===== src/rtl/hs_pkg.sv =====
package hs_pkg;
  typedef enum logic [1:0] {ST_IDLE, ST_RUN, ST_FIN} hsState_e;

  typedef struct packed {
    logic load;
    logic step;
  } dpStrobe_t;
endpackage


===== src/rtl/hs_ctrl.sv =====
module hs_ctrl
  import hs_pkg::*;
#(
  parameter int LATENCY    = 4,
  parameter bit CHAIN_MODE = 1'b1
) (
  input  logic      clk,
  input  logic      rst,
  input  logic      startReq,
  input  logic      contIn,
  output dpStrobe_t strobes,
  output logic      idleOut,
  output logic      doneOut,
  output logic      readyOut
);
  localparam int CNT_W = $clog2(LATENCY + 1);
  localparam logic [CNT_W-1:0] LAST_CNT = CNT_W'(LATENCY - 1);

  hsState_e stateQ, stateD;
  logic [CNT_W-1:0] cntQ;
  logic finExit;
  logic accept;

  // the mode decides what releases the completion state
  generate
    if (CHAIN_MODE) begin : g_chain
      assign finExit = contIn;
    end else begin : g_plain
      assign finExit = 1'b1;
    end
  endgenerate

  assign readyOut = (stateQ == ST_IDLE);
  assign idleOut  = (stateQ == ST_IDLE);
  assign doneOut  = (stateQ == ST_FIN);
  assign accept   = readyOut && startReq;

  always_comb begin
    stateD = stateQ;
    case (stateQ)
      ST_IDLE: if (accept) stateD = ST_RUN;
      ST_RUN:  if (cntQ == LAST_CNT) stateD = ST_FIN;
      ST_FIN:  if (finExit) stateD = ST_IDLE;
      default: stateD = ST_IDLE;
    endcase
  end

  always_ff @(posedge clk) begin
    if (rst) begin
      stateQ <= ST_IDLE;
      cntQ   <= '0;
    end else begin
      stateQ <= stateD;
      if (stateQ == ST_RUN) cntQ <= cntQ + 1'b1;
      else                  cntQ <= '0;
    end
  end

  assign strobes.load = accept;
  assign strobes.step = (stateQ == ST_RUN);

  // acceptance leaves the ready/idle state at once
  a_r2_accept_drops_ready: assert property (@(posedge clk) disable iff (rst)
    startReq && readyOut |=> !readyOut && !idleOut);

  // the run counter never passes the configured latency
  a_r4_count_bound: assert property (@(posedge clk) disable iff (rst)
    (stateQ == ST_RUN) |-> (cntQ < CNT_W'(LATENCY)));

  generate
    if (CHAIN_MODE) begin : g_chainChk
      // completion holds without a release
      a_r6_hold_until_cont: assert property (@(posedge clk) disable iff (rst)
        doneOut && !contIn |=> doneOut);
      // a release returns the block to idle
      a_r6_release_to_idle: assert property (@(posedge clk) disable iff (rst)
        doneOut && contIn |=> idleOut && readyOut);
    end else begin : g_plainChk
      // single-cycle done pulse
      a_r5_done_pulse: assert property (@(posedge clk) disable iff (rst)
        doneOut |=> !doneOut && idleOut);
    end
  endgenerate
endmodule


===== src/rtl/hs_datapath.sv =====
module hs_datapath
  import hs_pkg::*;
#(
  parameter int DATA_W = 8
) (
  input  logic              clk,
  input  logic              rst,
  input  dpStrobe_t         strobes,
  input  logic [DATA_W-1:0] opA,
  input  logic [DATA_W-1:0] opB,
  output logic [DATA_W-1:0] resultOut
);
  logic [DATA_W-1:0] accQ;
  logic [DATA_W-1:0] stepQ;

  always_ff @(posedge clk) begin
    if (rst) begin
      accQ  <= '0;
      stepQ <= '0;
    end else if (strobes.load) begin
      accQ  <= opA;
      stepQ <= opB;
    end else if (strobes.step) begin
      accQ  <= accQ + stepQ;
    end
  end

  assign resultOut = accQ;

  // a load strobe seeds the accumulator with the presented operand
  a_r2_seed_capture: assert property (@(posedge clk) disable iff (rst)
    strobes.load |=> accQ == $past(opA));

  // without strobes the result does not move
  a_r10_result_hold: assert property (@(posedge clk) disable iff (rst)
    !strobes.load && !strobes.step |=> $stable(accQ));
endmodule


===== src/rtl/run_handshake_top.sv =====
module run_handshake_top
  import hs_pkg::*;
#(
  parameter int DATA_W     = 8,
  parameter int LATENCY    = 4,
  parameter bit CHAIN_MODE = 1'b1
) (
  input  logic              clk,
  input  logic              rst,
  input  logic              startReq,
  input  logic              contIn,
  input  logic [DATA_W-1:0] opA,
  input  logic [DATA_W-1:0] opB,
  output logic              idleOut,
  output logic              doneOut,
  output logic              readyOut,
  output logic [DATA_W-1:0] resultOut
);
  dpStrobe_t strobes;

  hs_ctrl #(.LATENCY(LATENCY), .CHAIN_MODE(CHAIN_MODE)) u_ctrl (
    .clk(clk), .rst(rst), .startReq(startReq), .contIn(contIn),
    .strobes(strobes), .idleOut(idleOut), .doneOut(doneOut),
    .readyOut(readyOut)
  );

  hs_datapath #(.DATA_W(DATA_W)) u_dp (
    .clk(clk), .rst(rst), .strobes(strobes), .opA(opA), .opB(opB),
    .resultOut(resultOut)
  );

  // idle and done are exclusive
  a_r9_idle_not_done: assert property (@(posedge clk) disable iff (rst)
    !(idleOut && doneOut));

  // result holds while a completion is shown
  a_r10_stable_on_done: assert property (@(posedge clk) disable iff (rst)
    doneOut |=> $stable(resultOut));
endmodule


===== config.mk =====
export PLATFORM = sky130hd
export DESIGN_NAME = run_handshake_top
export DESIGN_NICKNAME = d
export VERILOG_FILES = /design/src/rtl/hs_pkg.sv /design/src/rtl/hs_ctrl.sv /design/src/rtl/hs_datapath.sv /design/src/rtl/run_handshake_top.sv
export SDC_FILE = /design/constraint.sdc
export NUM_CORES = 1
export LEC_CHECK = 0
export BUFFER_PORTS_ARGS = -buffer_cell sky130_fd_sc_hd__buf_2
export CAP_MARGIN = 20
export CORE_MARGIN = 3
export CORE_UTILIZATION = 34
export DETAILED_ROUTE_END_ITERATION = 7
export PLACE_DENSITY = 0.61
export SETUP_SLACK_MARGIN = 0.5
export SYNTH_ARGS = -nofsm -noshare
export SYNTH_HDL_FRONTEND = slang
export SYNTH_SLANG_ARGS = --single-unit

===== constraint.sdc =====
create_clock -name clk -period 3.6 [get_ports clk]
set_input_delay 0.54 -clock clk [delete_from_list [all_inputs] [get_ports clk]]
set_output_delay 0.54 -clock clk [all_outputs]
set_load 0.01 [all_outputs]

==> impl_metrics.csv, run 1 <==
group,metric,value,unit
status,status,"finished clean",
layout,layout_common_cells,"buf_2, nand2_1, dfxtp_1",
timing,period_needed,2.015,ns
power_and_ir_drop,p_per_area,356.7,mW/mm2
layout,drive_above_1_share,21.26,%
critical_path,reg2reg_slack,1.59,ns
synthesis,ys_types,35,
power_and_ir_drop,vdd_drop_max,228.2,uV
synthesis,synth_ff_type,"dfxtp_1",
detailed_routing,drc_errors,0,
critical_path,slowest_delay,0.39,ns
timing,clock_skew,0.004499,ns
timing,setup_tns,0,ns
layout,fin_nets,205,
clock_network,hold_buffers,0,
detailed_routing,drt.antenna.violating_nets,0,
synthesis,synth_area_per_cell,8.011,um2
clock_network,clk_pin_slew_worst_paths,0.12,ns
detailed_routing,vias,1124,
synthesis,synth_seq_area_share,35.22,%
critical_path,path_depth,8,
timing,fin_hold_ws,0.4390,ns
floorplanning,start_util,37.27,%
clock_network,cts-root-buf,"clkbuf_4",
critical_path,cp.required,3.83,ns
detailed_routing,drtIter0Drc,48,
placement,placed_cell_area,0.001359,mm2
grt,grt_remaining_overflow,0,
critical_path,cp.arrival,2.24,ns
layout,antenna_cells,0,
timing,drv_slew,0,
min_path,min_to,"u_ctrl.cntQ[0]",
floorplanning,row_count,20,
critical_path,worstSetupStartpointType,"flop",
power_and_ir_drop,p_leak,0.0005929,uW
floorplanning,core-area,0.003203,mm2
layout,stdcell_area,0.001385,mm2
floorplanning,dieArea,0.004258,mm2
critical_path,end_kind,"flop",
grt,antenna_found_initial,0,
timing,setup-violations-final,0,
critical_path,r2r-end,"u_dp.resultOut[4]",
synthesis,ys_warn_count,0,
layout,area.growth.synth_to_final,16.04,%
critical_path,crit_type,"flop to flop",
clock_network,cts_tree,"built",
timing,fmax,496.4,MHz
floorplanning,ios,31,
clock_network,cts_num_sinks,21,
critical_path,crit_path_top_delay_cell,"dfxtp_1",
timing,finalHoldViolations,0,
floorplanning,die_x,65.25,um
synthesis,synth_fp_nets,179,
synthesis,synth_edf_count,0,
placement,gp_congestion,0.8306,
min_path,hp-class,"flop to flop",
min_path,min_path_cells,1,
clock_network,clock_latency,0.31,ns
timing,final.period_utilization,55.96,%
clock_network,cts_resized,0,
timing,tightest_slew,0.7458,ns
critical_path,cp_max_fo,4,
detailed_routing,via_per_inst,5.156,
critical_path,cp_num_buf_inv,1,
clock_network,cts_buffer_depth,2,
placement,dp_hpwl,2090,um
timing,max-slew-margin-rel,50.10,%
placement,port_buffers,30,
clock_network,post_cts_buffers,0,
synthesis,synth_cells,149,
critical_path,cp_cell_sequence,"ha_1, inv_1, fa_1, nor2b_1, o21a_1, nor3_1, or3_1, a311oi_2",
clock_network,htree_levels,1,
grt,grt_pass1_vias,1086,
floorplanning,fp.dieH,65.25,um
grt,grt_use_total,14.72,%
layout,layout_commonest_cell,"buf_2",
min_path,min_from,"u_ctrl.cntQ[0]",
critical_path,reg2reg_from,"u_dp.resultOut[0]",
clock_network,cts-buffers-inserted,3,
detailed_routing,wl_per_cell,13.04,um
critical_path,cpLargestDelayFamily,"adder cells",
critical_path,rr_worst_depth,8,
grt,grt_pass1_wl,4926,um
job,maxCapViolCount,0,
detailed_routing,dr.pass1.iters,4,
grt,grt_max_degree,25,
power_and_ir_drop,total_power,494.1,uW
layout,nFillCells,357,
synthesis,synthArstFlopShare,0,%
synthesis,netlist_area,0.001194,mm2
detailed_routing,totalWireLength,2842,um
timing,rsz0062_at_grt,"no",
synthesis,ys_ff_latch,21,
## final cells by class
type / count / area, um2 / share of cell area, %
sequential: 21 / 420.4 / 30.35
tap: 44 / 55.05 / 3.975
clock buffer: 4 / 26.28 / 1.897
timing repair buffer: 30 / 150.1 / 10.84
inverter: 8 / 30.03 / 2.168
multi-input combinational: 111 / 703.2 / 50.77
## report_power, final
| group | switching [uW] | internal, uW |
|---|---|---|
| combinational | 61.6 | 50.2 |
| sequential | 15.3 | 248 |
| clock | 75.4 | 43.2 |
| total | 152 | 342 |
## state kept, by name, indices dropped and copies added (netlist names)
| name | flops |
|---|---|
| u_dp.resultOut | 8 |
| u_dp.stepQ | 8 |
| u_ctrl.stateQ | 2 |
| u_ctrl.cntQ | 3 |
## layer usage
layer	track usage [%]	share of wire (%)	wire length [um]
met1	18.80	48	1368
met2	25.28	46	1312
met3	3.761	5.0	141
met4	2.332	0.74	21
met5	0	0	0
## worst reg2reg max path: cells and delay by family, from the launching register on
family	cells	cell delay, ns
AOI/OAI and AO/OA	2	0.41
adders and majority gates	2	0.58
buffers and inverters	1	0.06
DFF	1	0.39
and+or+nand+nor	3	0.51
## cell usage after synthesis (3+ instances only)
cell       n  area, um2
a21oi_1   19      95.09
clkbuf_1   6      22.52
dfxtp_1   21      420.4
ha_1       9      112.6
inv_1      8      30.03
nand2_1   22      82.58
nand2b_1   3      18.77
nor2_1    12      45.04
nor2b_1    5      31.28
nor3_1     4      20.02
o21a_1     3      22.52
o21ai_0    5      25.02
xnor2_1    3      26.28
## through the flow
step                      setup slack [ns]  utilization [%]  instances
after global placement               1.649            42.42        214
after floorplan                      1.684                -        149
after detailed placement             1.638            42.42        214
final                                1.585            43.24        218
after global routing                 1.446            43.24        218
after CTS                            1.582            43.24        218
## kinds of logic (layout without fill, tap and decap cells)
group,after synthesis,after routing,share of synthesized area [%]
DFF,21,21,35.22
and+or+nand+nor,55,55,21.91
AOI/OAI and AO/OA,43,43,23.69
buffers and inverters,17,42,5.870
xor gates and xnor gates,3,3,2.202
adders and majority gates,10,10,11.11
## worst max-delay path by stage
stage	end	from
after floorplan	u_dp.resultOut[4]	u_dp.resultOut[0]
after global placement	u_dp.resultOut[4]	u_dp.resultOut[0]
after detailed placement	u_dp.resultOut[4]	startReq
after CTS	u_dp.resultOut[4]	u_dp.resultOut[0]
after global routing	u_dp.resultOut[4]	u_dp.resultOut[0]
final	u_dp.resultOut[4]	u_dp.resultOut[0]
Note: power is estimated with default switching activity, not from simulation.
==> run 2, diff against run 1 <==
- ABC_AREA: default -> 1
- PLACE_DENSITY: 0.61 -> 0.63
- clock period: 3.6 -> 1.7 ns (I/O delays scaled with it)
==> run 2 against run 1 <==
Hold slack worse by 0.23 ns. Maximum frequency is 33% higher. Area after synthesis is 4.5% higher. Clock skew is 0.0032 ns lower. Critical endpoint is now u_dp.resultOut[6]. Largest cell class unchanged. Largest power group unchanged.
==> impl_metrics.csv, run 2 <==
group,metric,value,unit
synthesis,yosys.area.top_type_share,33.70,%
critical_path,cp.arrival,1.72,ns
clock_network,cts-root-buf,"clkbuf_8",
synthesis,ys_warn_count,0,
synthesis,synthArstFlopShare,0,%
timing,tightest_slew,0.4517,ns
timing,final.period_utilization,88.86,%
critical_path,end_kind,"flop",
synthesis,synth_area_per_cell,7.338,um2
grt,grt_use_total,14.16,%
critical_path,cp_cell_sequence,"ha_4, inv_2, fa_2, inv_2, nand2_2, nand2_2, nand3b_1, nand2_1, nand2_1, nand3_1, nand2_1, a21oi_2",
timing,rsz0062_at_grt,"yes",
synthesis,synth_top_family_by_area,"simple AND/OR/NAND/NOR gates",
timing,drv_slew,0,
detailed_routing,via_per_inst,4.669,
timing,finalHoldViolations,0,
critical_path,rr_worst_depth,12,
job,maxCapViolCount,0,
min_path,min_path_cells,3,
synthesis,yosys.area_share.simple,30.69,%
synthesis,synth_ff_type,"dfxtp_1",
synthesis,synth_edf_count,0,
grt,antenna_found_initial,0,
critical_path,crit_type,"flop to flop",
grt,grt_pass1_vias,1118,
critical_path,cpMostUsedCell,"nand2_1",
timing,period_needed,1.511,ns
timing,setup_tns,0,ns
synthesis,synth_common_cells,"nand2_1, nor2_1, dfxtp_1",
clock_network,cts_num_sinks,21,
layout,seqCellArea,437.9,um2
detailed_routing,dr.pass1.iters,4,
clock_network,hold_buffers,0,
timing,max-slew-margin-rel,69.85,%
synthesis,netlist_area,0.001247,mm2
placement,dp_hpwl,1989,um
synthesis,ys_types,29,
clock_network,cts_tree,"built",
floorplanning,die_x,66.57,um
layout,multi_input_area,829.5,um2
layout,area.growth.synth_to_final,44.63,%
floorplanning,ios,31,
synthesis,synth_xor_area_share,1.404,%
layout,drive_above_1_share,46.73,%
floorplanning,start_util,36.24,%
floorplanning,row_count,21,
timing,fin_hold_ws,0.2050,ns
synthesis,yosys.cell_count.top_type,"nand2_1",
critical_path,slowest_delay,0.36,ns
timing,clock_skew,0.001269,ns
critical_path,crit_path_top_delay_cell,"dfxtp_2",
critical_path,worstSetupStartpointType,"flop",
synthesis,synth_cells,170,
timing,setup-violations-final,0,
synthesis,synth_mux_area_share,0,%
synthesis,synth_top_area_cell,"dfxtp_1",
layout,layout_common_cells,"nand2_1, buf_2, nor2_1",
layout,antenna_cells,0,
synthesis,synth_area_leaders,"dfxtp_1, nand2_1, ha_1, nor2_1, inv_1",
synthesis,synthAdderAreaFrac,10.63,%
grt,grt_remaining_overflow,0,
min_path,hp-class,"input pin to flop",
floorplanning,dieArea,0.004432,mm2
power_and_ir_drop,vdd_drop_max,315.3,uV
detailed_routing,drc_errors,0,
detailed_routing,vias,1214,
clock_network,cts_buffer_depth,2,
floorplanning,core-area,0.003442,mm2
synthesis,synth_compound_area_share,12.44,%
detailed_routing,wl_per_cell,12.07,um
placement,gp_congestion,0.8029,
clock_network,cts-buffers-inserted,3,
power_and_ir_drop,p_leak,0.0008500,uW
layout,fin_nets,245,
synthesis,ys_ff_latch,21,
layout,layout_commonest_cell,"nand2_1",
layout,nFillCells,327,
power_and_ir_drop,p_per_area,771.2,mW/mm2
critical_path,cp.required,1.91,ns
synthesis,synth_fp_nets,200,
detailed_routing,drt.antenna.violating_nets,0,
clock_network,clk_pin_slew_worst_paths,0.08,ns
timing,fmax,662.0,MHz
status,status,"finished clean",
critical_path,cp_max_fo,2,
placement,port_buffers,30,
floorplanning,fp.dieH,66.57,um
detailed_routing,drtIter0Drc,70,
grt,grt_pass1_wl,4843,um
grt,grt_max_degree,19,
clock_network,clock_latency,0.27,ns
detailed_routing,totalWireLength,3139,um
synthesis,synth_seq_area_share,33.70,%
clock_network,htree_levels,1,
## run 2: cell types whose count changed in the layout (fill, tap and decap cells not counted), moves of 8 or more
| cell | previous run | this run |
|---|---|---|
| dfxtp_2 | 0 | 8 |
| nand2_1 | 22 | 31 |
| inv_2 | 0 | 9 |
| nor2_1 | 12 | 22 |
| dfxtp_1 | 21 | 11 |
| a21oi_1 | 19 | 4 |
## run 2: cell families after synthesis
| logic type | Yosys count |
|---|---|
| buf+inv | 30 |
| compound gates | 26 |
| simple gates | 81 |
| fa+ha+maj | 10 |
| xor+xnor | 2 |
| flops | 21 |
## run 2: path summary, 6_finish.rpt
kind                  start                 to  slack (ns)
max           u_dp.stepQ[0]  u_dp.resultOut[6]        0.19
min                  opB[3]      u_dp.stepQ[3]        0.20
min reg2reg  u_ctrl.cntQ[0]     u_ctrl.cntQ[0]        0.42
max reg2reg   u_dp.stepQ[0]  u_dp.resultOut[6]        0.19
## run 2: metal layers
layer	vias up	wire length [um]	track usage, %	share of wire, %
li1	632	-	-	-
met3	5	130	3.373	4.1
met2	24	1593	25.50	51
met1	553	1382	16.85	44
met5	-	0	0	0
met4	0	33	3.046	1.1
## run 2: layout make-up
type                            count  share of cell area [%]
Multi-Input combinational cell    119                   45.98
Tap cell                           46                   3.190
Timing Repair Buffer               44                   17.48
Clock inverter                      1                  0.2774
Clock buffer                        3                   2.288
Sequential cell                    21                   24.27
Inverter                           26                   6.519
## run 2: worst max-delay path: cells and delay by family (launching register included)
family | cells | cell delay [ns]
fa+ha+maj | 2 | 0.45
simple gates | 7 | 0.44
compound gates | 1 | 0.10
buf+inv | 2 | 0.10
flops | 1 | 0.36
## run 2: timing repair
| item | 4_1_cts | 5_1_grt |
|---|---|---|
| gates resized for setup | 18 | 22 |
| setup buffers | 5 | 9 |
| setup endpoints to repair | 18 | 18 |
| pin swaps | 7 | 8 |
## run 2: power by group
part	switching, uW	internal [uW]	total [uW]	leakage, uW
Sequential	42.9	538	581	0.000177
Combinational	238	231	469	0.000647
Clock	177	164	341	0.0000255
Total	458	933	1390	0.000850
## run 2: through the flow
step | power [uW] | area [um2] | setup slack [ns] | utilization, % | instances
CTS | 1340 | 1637 | 0.1758 | 47.55 | 251
global placement | 945.7 | 1485 | 0.2335 | 43.15 | 242
floorplan | 853.8 | 1311 | 0.2629 | - | 170
global route | 1485 | 1804 | 0.05986 | 52.42 | 260
detailed placement | 947.5 | 1485 | 0.1852 | 43.15 | 242
finish | 1391 | 1804 | 0.1894 | 52.42 | 260
==> run 3, diff against run 2 <==
- CORE_UTILIZATION: 34 -> 30
- PLACE_DENSITY: 0.63 -> 0.58
==> run 3 against run 2 <==
Non-clock buffer count fell by 8. Critical path type unchanged. Via count fell by 6.3%. Register-to-register slack barely moved. Clock power barely moved. Global-route usage fell by 2.0 points. Sequential cell count did not move.
==> impl_metrics.csv, run 3 (same netlist as run 2, synthesis figures left out) <==
group,metric,value,unit
status,status,"finished clean",
grt,grt_remaining_overflow,0,
grt,antenna_found_initial,0,
timing,max-slew-margin-rel,71.58,%
floorplanning,core-area,0.003826,mm2
critical_path,cp.required,1.90,ns
floorplanning,die_x,70.49,um
floorplanning,fp.dieH,70.49,um
min_path,min_path_cells,3,
placement,dp_cells,244,
layout,area.growth.synth_to_final,35.11,%
timing,setup-violations-final,0,
detailed_routing,drtIter0Drc,45,
layout,layout_common_cells,"nand2_1, buf_2, nor2_1",
critical_path,cp_max_fo,2,
placement,placed_cell_area,0.001488,mm2
floorplanning,dieArea,0.004968,mm2
critical_path,crit_type,"flop to flop",
detailed_routing,totalWireLength,2837,um
timing,clock_skew,0.005762,ns
clock_network,cts_num_sinks,21,
critical_path,worstSetupStartpointType,"flop",
grt,grt_pass1_wl,4954,um
detailed_routing,dr.pass1.iters,4,
timing,rsz0062_at_grt,"yes",
floorplanning,ios,31,
clock_network,hold_buffers,0,
critical_path,cp.arrival,1.71,ns
power_and_ir_drop,total_power,1346,uW
detailed_routing,drc_errors,0,
timing,finalHoldViolations,0,
clock_network,clock_latency,0.27,ns
clock_network,cts-root-buf,"clkbuf_8",
critical_path,reg2reg_slack,0.19,ns
timing,final.period_utilization,88.76,%
clock_network,cts-buffers-inserted,3,
power_and_ir_drop,p_per_area,798.6,mW/mm2
grt,grt_pass1_vias,1147,
detailed_routing,wl_per_cell,11.17,um
power_and_ir_drop,p_leak,0.0007852,uW
timing,setup_tns,0,ns
timing,tightest_slew,0.4259,ns
placement,gp_congestion,0.7647,
clock_network,cts_buffer_depth,2,
floorplanning,row_count,22,
layout,drive_above_1_share,41.75,%
placement,dp_hpwl,2017,um
min_path,hp-class,"input pin to flop",
layout,antenna_cells,0,
critical_path,rr_worst_depth,12,
timing,period_needed,1.509,ns
floorplanning,start_util,32.60,%
timing,fmax,662.7,MHz
layout,stdcell_count,254,
grt,grt_max_degree,19,
layout,fin_nets,237,
detailed_routing,via_per_inst,4.480,
layout,layout_commonest_cell,"nand2_1",
layout,nFillCells,389,
detailed_routing,drt.antenna.violating_nets,0,
layout,stdcell_area,0.001685,mm2
grt,grt_use_total,12.17,%
clock_network,clk_pin_slew_worst_paths,0.09,ns
clock_network,cts_tree,"built",
detailed_routing,vias,1138,
placement,port_buffers,30,
timing,drv_slew,0,
power_and_ir_drop,vdd_drop_max,491.5,uV
clock_network,htree_levels,1,
job,maxCapViolCount,0,
critical_path,end_kind,"flop",
layout,post-route-util,44.05,%
-- run 3: worst paths after layout --
| kind | from | end |
|---|---|---|
| worst max-delay path | u_dp.stepQ[0] | u_dp.resultOut[6] |
| worst min-delay path | opB[3] | u_dp.stepQ[3] |
| worst max register to register | u_dp.stepQ[0] | u_dp.resultOut[6] |
| worst min register to register | u_ctrl.cntQ[0] | u_ctrl.cntQ[0] |
-- run 3: repair_timing --
| item | CTS | global route |
|---|---|---|
| hold endpoints to repair | 0 | 0 |
| setup endpoints to repair | 18 | 12 |
| setup buffers | 4 | 2 |
| resized for setup | 12 | 16 |
| pin swaps | 5 | 10 |
-- run 3: layout make-up --
cell class                 instances  area (um2)  area share [%]
multi-input combinational        119       804.5           47.74
timing repair buffer              36       217.7           12.92
clock buffer                       3       41.29           2.450
inverter                          26       112.6           6.682
sequential                        21       441.7           26.21
clock inverter                     1       7.507          0.4454
tap                               48       60.06           3.563
-- run 3: report_power, final --
group          leakage [uW]  switching (uW)  internal [uW]
sequential         0.000178            42.2            536
combinational      0.000586             222            202
clock             0.0000217             178            166
-- run 3: stage by stage --
| step | hold WS, ns | worst slack, ns |
|---|---|---|
| finish | 0.2031 | 0.1911 |
| global route | 0.2308 | 0.02318 |
| CTS | 0.2014 | 0.1670 |
| floorplan | 0.3143 | 0.2629 |
| detailed placement | 0.4159 | 0.1700 |
| global placement | 0.4189 | 0.2265 |
-- run 3: critical path: stages (launching register included) --
cell	delay [ns]
dfxtp_2	0.36
ha_4	0.14
inv_2	0.03
fa_2	0.32
inv_2	0.07
nand2_2	0.05
nand2_2	0.06
nand3b_1	0.09
nand2_1	0.07
nand2_1	0.04
nand3_1	0.05
nand2_1	0.06
a21oi_2	0.10
-- run 3: per-layer routing --
layer | GRT usage, % | up-vias | part of all wire [%] | routed length [um]
met1 | 15.78 | 495 | 50 | 1432
met2 | 20.27 | 23 | 43 | 1231
met5 | 0 | - | 0 | 0
li1 | - | 616 | - | -
met4 | 1.915 | 0 | 0.67 | 19
met3 | 3.453 | 4 | 5.4 | 153
